==> config.mk <==
export PLATFORM = sky130hd
export DESIGN_NAME = dac_update_seq
export DESIGN_NICKNAME = d
export VERILOG_FILES = /design/src/rtl/dac_seq_pkg.sv /design/src/rtl/dac_seq_ctrl.sv /design/src/rtl/dac_seq_dp.sv /design/src/rtl/dac_update_seq.sv
export SDC_FILE = /design/constraint.sdc
export NUM_CORES = 1
export LEC_CHECK = 0
export ABC_CLOCK_PERIOD_IN_PS = 4550
export BUFFER_PORTS_ARGS = -buffer_cell sky130_fd_sc_hd__clkbuf_2
export CAP_MARGIN = 40
export CELL_PAD_IN_SITES_DETAIL_PLACEMENT = 1
export CELL_PAD_IN_SITES_GLOBAL_PLACEMENT = 1
export CORE_MARGIN = 5
export CORE_UTILIZATION = 40
export DETAILED_ROUTE_END_ITERATION = 10
export PLACE_DENSITY_LB_ADDON = 0.15
export REMOVE_ABC_BUFFERS = 1
export SYNTH_ARGS = -nofsm -noshare
export SYNTH_HDL_FRONTEND = slang
export SYNTH_SLANG_ARGS = --single-unit
==> constraint.sdc <==
create_clock -name clk -period 4.55 [get_ports clk]
set_clock_uncertainty 0.15 [all_clocks]
set_input_delay 0.91 -clock clk [delete_from_list [all_inputs] [get_ports clk]]
set_output_delay 0.91 -clock clk [all_outputs]
set_load 0.1 [all_outputs]
==> src/rtl/dac_seq_pkg.sv <==
package dac_seq_pkg;

  typedef enum logic [3:0] {
    ST_IDLE,
    ST_CS_SETUP,
    ST_CLK_HI,
    ST_CLK_LO,
    ST_LOAD,
    ST_LOAD_REC,
    ST_RST_SETUP,
    ST_RST_LOW,
    ST_RST_REC,
    ST_FINISH
  } seqState_e;

  // strobes from the control FSM to the datapath
  typedef struct packed {
    logic loadFrame;
    logic shiftBit;
    logic latchPreset;
    logic ldPhase;
  } dpCtl_t;

  function automatic int unsigned ceilDiv(input int unsigned num, input int unsigned den);
    return (num + den - 1) / den;
  endfunction

endpackage

==> src/rtl/dac_seq_ctrl.sv <==
module dac_seq_ctrl
  import dac_seq_pkg::*;
#(
  parameter int unsigned HALF_CYC = 4,
  parameter int unsigned FRAME_W  = 16
) (
  input  logic   clk,
  input  logic   rst_n,
  input  logic   startReq,
  input  logic   resetReq,
  output dpCtl_t dpCtl,
  output logic   sclk,
  output logic   csN,
  output logic   rstOutN,
  output logic   busy,
  output logic   done
);

  localparam int unsigned TMR_W = $clog2(HALF_CYC + 1);
  localparam int unsigned CNT_W = $clog2(FRAME_W + 1);

  seqState_e   state, stateNext;
  logic [TMR_W-1:0] phaseTmr;
  logic [CNT_W-1:0] bitCnt;
  logic        phaseEnd;
  logic        sclkQ, csNQ, rstNQ, busyQ, doneQ, ldPhaseQ;
  logic        loadFrame, shiftBit, latchPreset;

  assign phaseEnd = (phaseTmr == '0);

  always_comb begin
    stateNext   = state;
    loadFrame   = 1'b0;
    shiftBit    = 1'b0;
    latchPreset = 1'b0;
    unique case (state)
      ST_IDLE: begin
        if (startReq) begin
          stateNext = ST_CS_SETUP;
          loadFrame = 1'b1;
        end else if (resetReq) begin
          stateNext   = ST_RST_SETUP;
          latchPreset = 1'b1;
        end
      end
      ST_CS_SETUP:  if (phaseEnd) stateNext = ST_CLK_HI;
      ST_CLK_HI: begin
        if (phaseEnd) begin
          stateNext = ST_CLK_LO;
          shiftBit  = 1'b1;
        end
      end
      ST_CLK_LO: begin
        if (phaseEnd)
          stateNext = (bitCnt == CNT_W'(FRAME_W)) ? ST_LOAD : ST_CLK_HI;
      end
      ST_LOAD:      if (phaseEnd) stateNext = ST_LOAD_REC;
      ST_LOAD_REC:  if (phaseEnd) stateNext = ST_FINISH;
      ST_RST_SETUP: if (phaseEnd) stateNext = ST_RST_LOW;
      ST_RST_LOW:   if (phaseEnd) stateNext = ST_RST_REC;
      ST_RST_REC:   if (phaseEnd) stateNext = ST_FINISH;
      ST_FINISH:    stateNext = ST_IDLE;
      default:      stateNext = ST_IDLE;
    endcase
  end

  always_ff @(posedge clk) begin
    if (!rst_n) begin
      state    <= ST_IDLE;
      phaseTmr <= '0;
      bitCnt   <= '0;
      sclkQ    <= 1'b0;
      csNQ     <= 1'b1;
      rstNQ    <= 1'b1;
      busyQ    <= 1'b0;
      doneQ    <= 1'b0;
      ldPhaseQ <= 1'b0;
    end else begin
      state <= stateNext;
      if (stateNext != state)
        phaseTmr <= TMR_W'(HALF_CYC - 1);
      else if (!phaseEnd)
        phaseTmr <= phaseTmr - 1'b1;
      if (state == ST_IDLE)
        bitCnt <= '0;
      else if (shiftBit)
        bitCnt <= bitCnt + 1'b1;
      // pin levels registered from the next state: no decode glitches
      sclkQ    <= (stateNext == ST_CLK_HI);
      csNQ     <= !(stateNext inside {ST_CS_SETUP, ST_CLK_HI, ST_CLK_LO,
                                      ST_LOAD, ST_LOAD_REC});
      rstNQ    <= (stateNext != ST_RST_LOW);
      busyQ    <= (stateNext != ST_IDLE);
      doneQ    <= (stateNext == ST_FINISH);
      ldPhaseQ <= (stateNext == ST_LOAD);
    end
  end

  always_comb begin
    dpCtl.loadFrame   = loadFrame;
    dpCtl.shiftBit    = shiftBit;
    dpCtl.latchPreset = latchPreset;
    dpCtl.ldPhase     = ldPhaseQ;
  end

  assign sclk    = sclkQ;
  assign csN     = csNQ;
  assign rstOutN = rstNQ;
  assign busy    = busyQ;
  assign done    = doneQ;


  sclk_needs_cs_chk: assert property (@(posedge clk) disable iff (!rst_n)
    sclkQ |-> !csNQ);


  ld_in_clk_low_chk: assert property (@(posedge clk) disable iff (!rst_n)
    ldPhaseQ |-> (!sclkQ && !csNQ));


  done_single_chk: assert property (@(posedge clk) disable iff (!rst_n)
    doneQ |=> !doneQ);


  rst_isolated_chk: assert property (@(posedge clk) disable iff (!rst_n)
    !rstNQ |-> (csNQ && !sclkQ));

endmodule

==> src/rtl/dac_seq_dp.sv <==
module dac_seq_dp
  import dac_seq_pkg::*;
#(
  parameter int unsigned CODE_W  = 12,
  parameter int unsigned FRAME_W = 16,
  parameter int unsigned NUM_CH  = 2
) (
  input  logic              clk,
  input  logic              rst_n,
  input  dpCtl_t            dpCtl,
  input  logic [CODE_W-1:0] codeIn,
  input  logic [NUM_CH-1:0] chanMaskN,
  input  logic              presetHigh,
  output logic              sdata,
  output logic [NUM_CH-1:0] ldN,
  output logic              presetSel
);

  localparam int unsigned PAD_W = FRAME_W - CODE_W;

  logic [FRAME_W-1:0] shiftReg;
  logic [NUM_CH-1:0]  maskReg;
  logic               presetReg;

  always_ff @(posedge clk) begin
    if (!rst_n) begin
      shiftReg  <= '0;
      maskReg   <= '1;
      presetReg <= 1'b0;
    end else begin
      if (dpCtl.loadFrame) begin
        shiftReg <= {{PAD_W{1'b0}}, codeIn};
        maskReg  <= chanMaskN;
      end else if (dpCtl.shiftBit) begin
        shiftReg <= {shiftReg[FRAME_W-2:0], 1'b0};
      end
      if (dpCtl.latchPreset)
        presetReg <= presetHigh;
    end
  end

  assign sdata     = shiftReg[FRAME_W-1];
  assign presetSel = presetReg;

  // one strobe per channel, gated by the latched mask
  for (genvar ch = 0; ch < NUM_CH; ch++) begin : g_ld
    assign ldN[ch] = !(dpCtl.ldPhase && !maskReg[ch]);
  end


  mask_held_chk: assert property (@(posedge clk) disable iff (!rst_n)
    dpCtl.ldPhase |-> $stable(maskReg));

endmodule

==> src/rtl/dac_update_seq.sv <==
module dac_update_seq
  import dac_seq_pkg::*;
#(
  parameter int unsigned CLK_PERIOD_NS = 10,
  parameter int unsigned MIN_PULSE_NS  = 40,
  parameter int unsigned MIN_DATA_NS   = 15,
  parameter int unsigned CODE_W        = 12,
  parameter int unsigned FRAME_W       = 16,
  parameter int unsigned NUM_CH        = 2
) (
  input  logic              clk,
  input  logic              rst_n,
  input  logic              startReq,
  input  logic [CODE_W-1:0] codeIn,
  input  logic [NUM_CH-1:0] chanMaskN,
  input  logic              resetReq,
  input  logic              presetHigh,
  output logic              sclk,
  output logic              sdata,
  output logic              csN,
  output logic [NUM_CH-1:0] ldN,
  output logic              rstOutN,
  output logic              presetSel,
  output logic              busy,
  output logic              done
);

  localparam int unsigned WORST_NS = (MIN_PULSE_NS > MIN_DATA_NS) ? MIN_PULSE_NS : MIN_DATA_NS;
  localparam int unsigned HALF_RAW = ceilDiv(WORST_NS, CLK_PERIOD_NS);
  localparam int unsigned HALF_CYC = (HALF_RAW < 1) ? 1 : HALF_RAW;

  dpCtl_t dpCtl;

  dac_seq_ctrl #(
    .HALF_CYC(HALF_CYC),
    .FRAME_W (FRAME_W)
  ) u_ctrl (
    .clk     (clk),
    .rst_n   (rst_n),
    .startReq(startReq),
    .resetReq(resetReq),
    .dpCtl   (dpCtl),
    .sclk    (sclk),
    .csN     (csN),
    .rstOutN (rstOutN),
    .busy    (busy),
    .done    (done)
  );

  dac_seq_dp #(
    .CODE_W (CODE_W),
    .FRAME_W(FRAME_W),
    .NUM_CH (NUM_CH)
  ) u_dp (
    .clk       (clk),
    .rst_n     (rst_n),
    .dpCtl     (dpCtl),
    .codeIn    (codeIn),
    .chanMaskN (chanMaskN),
    .presetHigh(presetHigh),
    .sdata     (sdata),
    .ldN       (ldN),
    .presetSel (presetSel)
  );


  data_hold_high_chk: assert property (@(posedge clk) disable iff (!rst_n)
    (!csN && sclk) |-> $stable(sdata));


  preset_steady_chk: assert property (@(posedge clk) disable iff (!rst_n)
    !rstOutN |-> $stable(presetSel));


  idle_quiet_chk: assert property (@(posedge clk) disable iff (!rst_n)
    !busy |-> (csN && rstOutN && (ldN == '1)));

endmodule

# == Yosys cells after proc, flatten, opt, wreduce, memory -nomap -nowiden ==
# Index checks and enable logic that the tools add are counted.
# totals
wordCells,73
register_bits,37
inputBits,19
output_inout_bits,9
# classes
n_bitwise,1
mux,22
addsub,2
eq_ne,18
reduce_logical,16
# op_table
operator,count
two-way mux 4 bit,9
one-hot mux 4 bit (8 select lines),1
== test 4 x 3 -> 1 bit (second input constant),6
two-way mux 12 bit,2
== test 4 x 2 -> 1 bit (second input constant),4
== test 4 x 1 -> 1 bit (second input constant),2
== test 4 bit (second input constant),2
OR reduction 2 bit,4
two-way mux 1 bit,7
adder 5 x 1 -> 5 bit (second input constant),1
== test 5 bit (second input constant),1
zero test 1 bit,5
nonzero test 5 bit,1
zero test 4 bit,1
two-way mux 2 bit,2
!= test 4 x 3 -> 1 bit (second input constant),1
!= test 4 bit,1
nonzero test 4 bit,1
zero test 3 bit,1
two-way mux 3 bit,1
subtractor 3 x 1 -> 3 bit (second input constant),1
logical AND 1 bit,2
!= test 2 bit (second input constant),1
nonzero test 2 bit,1
inverter 1 bit,1

# == Longest topological paths before layout ==
# depth
ltp_word,7
depth_mapped,8
mapped_depth_nobuf,6

# == Modules after synthesis ==
# A second synthesis with hierarchy kept.
# unflattened
hier_cells,188
area_unflattened_um2,1933.1
# by_module_without_submodules
mod,cells_per_inst,seq_area_each_um2,n_inst,area_each_um2
dac_seq_ctrl,111,360.3,1,1044.8
dac_seq_dp,77,380.4,1,888.4

# == Worst setup path after synthesis ==
# No wires, ideal clock.
# synth_path
kind,reg2out
start,reg u_dp.maskReg[0]
end,out ldN[0]
required_ps,3490
arrival_time_ps,1062
n_path_buf,0
setup_slack_ps,2428
stages_incl_launch_ff,2
path_cell_list,dfxtp_1 nand2b_1
# synth_between
elab_chain_cells,3
# synth_rtl
element,line,text
start: declaration,dac_seq_dp.sv:22,logic [NUM_CH-1:0] maskReg;
start signal: assignment,dac_seq_dp.sv:33,maskReg <= chanMaskN;
zero test 1 bit,dac_seq_dp.sv:47,assign ldN[ch] = !(dpCtl.ldPhase && !maskReg[ch]);
logical AND 1 bit,dac_seq_dp.sv:47,
zero test 1 bit,dac_seq_dp.sv:47,
end: declaration,dac_update_seq.sv:21,"output logic [NUM_CH-1:0] ldN,"
# Every way passes these cells.

# == Worst setup path in the final report ==
# layout_path
start,reg u_ctrl.phaseTmr[0]
end,reg u_dp.shiftReg[2]
# layout_between
elab_chain_cells,4
# layout_rtl
element,line,text
start: declaration,dac_seq_ctrl.sv:23,logic [TMR_W-1:0] phaseTmr;
start signal: assignment,dac_seq_ctrl.sv:81,phaseTmr <= TMR_W'(HALF_CYC - 1);
start signal: assignment,dac_seq_ctrl.sv:83,phaseTmr <= phaseTmr - 1'b1;
zero test 3 bit,dac_seq_ctrl.sv:29,assign phaseEnd = (phaseTmr == '0);
two-way mux 1 bit,dac_seq_ctrl.sv:48,if (phaseEnd) begin
two-way mux 1 bit,dac_seq_ctrl.sv:36,unique case (state)
nonzero test 2 bit (no source line),n/a,
end signal: assignment,dac_seq_dp.sv:32,"shiftReg <= {{PAD_W{1'b0}}, codeIn};"
end signal: assignment,dac_seq_dp.sv:35,"shiftReg <= {shiftReg[FRAME_W-2:0], 1'b0};"
end: declaration,dac_seq_dp.sv:21,logic [FRAME_W-1:0] shiftReg;
# Every way passes these cells.
# A chain may end at the register's enable or synchronous reset.

==> results.sh <==
export IMPL_synth_area_um2=1710
export IMPL_seq_area_frac_synth_pct=43.3
export IMPL_cts_hold_buf=0
export IMPL_finalMaxSlewViolations=0
export IMPL_nets=246
export IMPL_num_vias=1508
export IMPL_cp_max_fo=17
export IMPL_cp_depth=6
export IMPL_drv_cap=0
export IMPL_fillers=492
export IMPL_post_cts_setup_buffers=0
export IMPL_r2r_cells=6
export IMPL_drive_above_1_share_pct=17.5
export IMPL_min_from="u_dp.shiftReg[11]"
export IMPL_synth_edff_count=0
export IMPL_crit_family="simple AND/OR/NAND/NOR gates"
export IMPL_dp_final_hpwl_um=3140
export IMPL_finalHoldViolCount=0
export IMPL_yosysTopAreaCell="dfxtp_1"
export IMPL_clockBufferDepth=2
export IMPL_row_count=23
export IMPL_setup_violations=0
export IMPL_worst_pin_slew_ns=0.764
export IMPL_htree_levels=2
export IMPL_r2r_end="u_dp.shiftReg[2]"
export IMPL_end_kind="flip-flop"
export IMPL_wl_per_cell_um=16.0
export IMPL_drtAntennaViolNets=0
export IMPL_gp_congestion=0.815
export IMPL_utilization_pct=47.8
export IMPL_cellLeakagePower_nw=0.771
export IMPL_port_buffers=27
export IMPL_crit_path_max_incr_delay_ns=0.58
export IMPL_ios=28
export IMPL_status="finished, final reports clean"
export IMPL_diodes=0
export IMPL_crit_slowest_cell="and2_1"
export IMPL_rsz0062_at_grt="false"
export IMPL_synth_top_area_share_pct=43.3
export IMPL_area_delta_synth_final_pct=14.1
export IMPL_place_inst=266
export IMPL_setup_tns_ns=0
export IMPL_detail_route_first_pass_iterations=4
export IMPL_r2r_start="u_ctrl.phaseTmr[0]"
export IMPL_criticalPathCategory="reg -> reg"
export IMPL_grt_overflow=0
export IMPL_clock_sinks=37
export IMPL_viasPerCell=5.52
export IMPL_grt_pass1_wl_um=7270
export IMPL_syn_avg_cell_area_um2=8.60
export IMPL_dieHeight_um=75.4
export IMPL_period_needed_ns=2.29
export IMPL_slew_headroom_pct=48.9
export IMPL_die_w_um=75.4
export IMPL_start_util_pct=41.9
export IMPL_ir_drop_v=0.000191
export IMPL_synthArstFlopShare_pct=0
export IMPL_critPathLaunch="u_ctrl.phaseTmr[0]"
export IMPL_multi_input_area_um2=881
export IMPL_drtIter0Drc=92
export IMPL_cts_buffers=5
export IMPL_layout_setup_ws_ns=2.26
export IMPL_clockRootBuffer="clkbuf_8"
export IMPL_synth_seq_cells=37
export IMPL_critPathArrivalTime_ns=2.33
export IMPL_post_cts_resized=0
export IMPL_cp_start_kind="flip-flop"
export IMPL_timing_critical_path_to="u_dp.shiftReg[2]"
export IMPL_cp_required_ns=4.59
export IMPL_final_cells=273
export IMPL_yosys_warnings=0
export IMPL_drc=0
export IMPL_cts_tree="built"
export IMPL_grt_usage_pct=17.2
export IMPL_p_per_area_nw_per_um2=514
export IMPL_total_power_mw=1.00
export IMPL_worstPathCellList="inv_1 > ha_1 > nor4b_4 > and2_1 > nand2_1 > a311oi_1"
export IMPL_antenna_found_initial=0
export IMPL_yosys_top_cells_area="dfxtp_1, nand2_1, a311oi_1, nor2_1, a21oi_1"
export IMPL_worstSkewPairLatency_ns=0.29
export IMPL_coreArea_um2=4090
export IMPL_synth_main_ff_cell="dfxtp_1"
export IMPL_max_freq_mhz=436
export IMPL_dieArea_um2=5690
export IMPL_fin_crit_sh_pct=50.4
export IMPL_grt_max_degree=25
export IMPL_clkTransAtPathRegs_ns=0.07
export IMPL_path_buf_inv=1
export IMPL_yosysUniqueCellTypes=42
export IMPL_dp_slack_ns=2.09
export IMPL_seq_area_um2=741
export IMPL_finalWirelength_um=4360
export IMPL_grt_pass1_vias=1574
export IMPL_r2r_setup_slack_ns=2.26
export IMPL_hp_class="reg -> reg"
export IMPL_syn_inst=199
==> power breakdown <==
part	internal [mW]	total [mW]	switching, mW
Sequential	0.371	0.410	0.0389
Combinational	0.102	0.316	0.214
Clock	0.159	0.277	0.118
Total	0.633	1.00	0.371
==> cell type report <==
cell class,count,share of cell area [%]
sequential,37,37.9
timing repair buffer,27,6.92
clock inverter,2,1.79
inverter,8,1.54
multi-input combinational,144,45.1
tap,50,3.20
clock buffer,5,3.52
==> cells by family after synthesis <==
| family | after synthesis | synth area share, % |
|---|---|---|
| simple gates | 96 | 29.0 |
| xor+xnor | 5 | 2.56 |
| flops | 37 | 43.3 |
| mux | 2 | 1.17 |
| compound gates | 37 | 15.8 |
| buf+inv | 18 | 5.26 |
| fa+ha+maj | 4 | 2.92 |
==> stage by stage <==
stage                     hold slack (ns)  cell area, um2
after global routing                0.341            1950
final                               0.318            1950
after CTS                           0.321            1950
after global placement              0.287            1850
after detailed placement            0.306            1850
after floorplan                     0.280            1650
==> layer usage <==
| metal | GRT usage, % | share of wire (%) | wire length, um | vias to the layer above |
|---|---|---|---|---|
| met5 | 0 | 0 | 0 | - |
| met4 | 8.54 | 3.3 | 144 | 0 |
| met3 | 5.54 | 4.0 | 175 | 12 |
| met2 | 28.9 | 50 | 2200 | 30 |
| met1 | 19.8 | 42 | 1850 | 726 |
| li1 | - | - | - | 740 |
==> cell usage after synthesis (all sizes together), types with 2 or more instances <==
library cell  count
a211oi            2
a21oi            12
nor3              4
nor4              3
dfxtp            37
nor2             19
nand3             9
a21o              2
nand2            36
a22oi             2
o21a              3
mux2i             2
nor4bb            2
nor4b             4
a311oi           10
clkbuf            4
buf               6
xnor2             2
nand2b            4
and2              6
inv               8
nor2b             2
ha                4
xor2              3
==> how the worst min path moves through the flow <==
stage	endpoint	slack, ns	depth (start not counted)
floorplan	u_dp.maskReg[0]	0.28	2
CTS	u_dp.shiftReg[12]	0.32	2
finish	u_dp.shiftReg[12]	0.32	2
global placement	u_dp.shiftReg[13]	0.29	2
global route	u_dp.shiftReg[0]	0.34	2
detailed placement	u_dp.shiftReg[14]	0.31	2
==> sequential cells by signal (all words and copies together), names as in the netlist <==
signal	count
u_ctrl.done	1
u_dp.maskReg	2
u_ctrl.bitCnt	5
u_ctrl.state	4
u_ctrl.rstOutN	1
u_dp.presetSel	1
u_dp.shiftReg	16
u_ctrl.csN	1
u_ctrl.busy	1
u_ctrl.sclk	1
u_ctrl.phaseTmr	3
u_ctrl.ldPhaseQ	1
==> worst min-delay path, cell delays in order, from the launching register on <==
cell     delay [ns]
dfxtp_1        0.32
nand2_1        0.05
a21oi_1        0.05
==> layout by cell type, fill, tap and decap left out, types with 3 or more instances in the layout <==
cell type	count
ha_1	4
nor3_1	4
clkbuf_8	5
clkbuf_2	27
nand2_1	36
nor2_1	19
xor2_1	3
a21oi_1	12
a311oi_1	9
dfxtp_1	37
and2_1	6
o21a_1	3
nor4b_1	3
inv_1	8
nand3_1	9
nand2b_1	4
(Power assumes the default switching activity.)
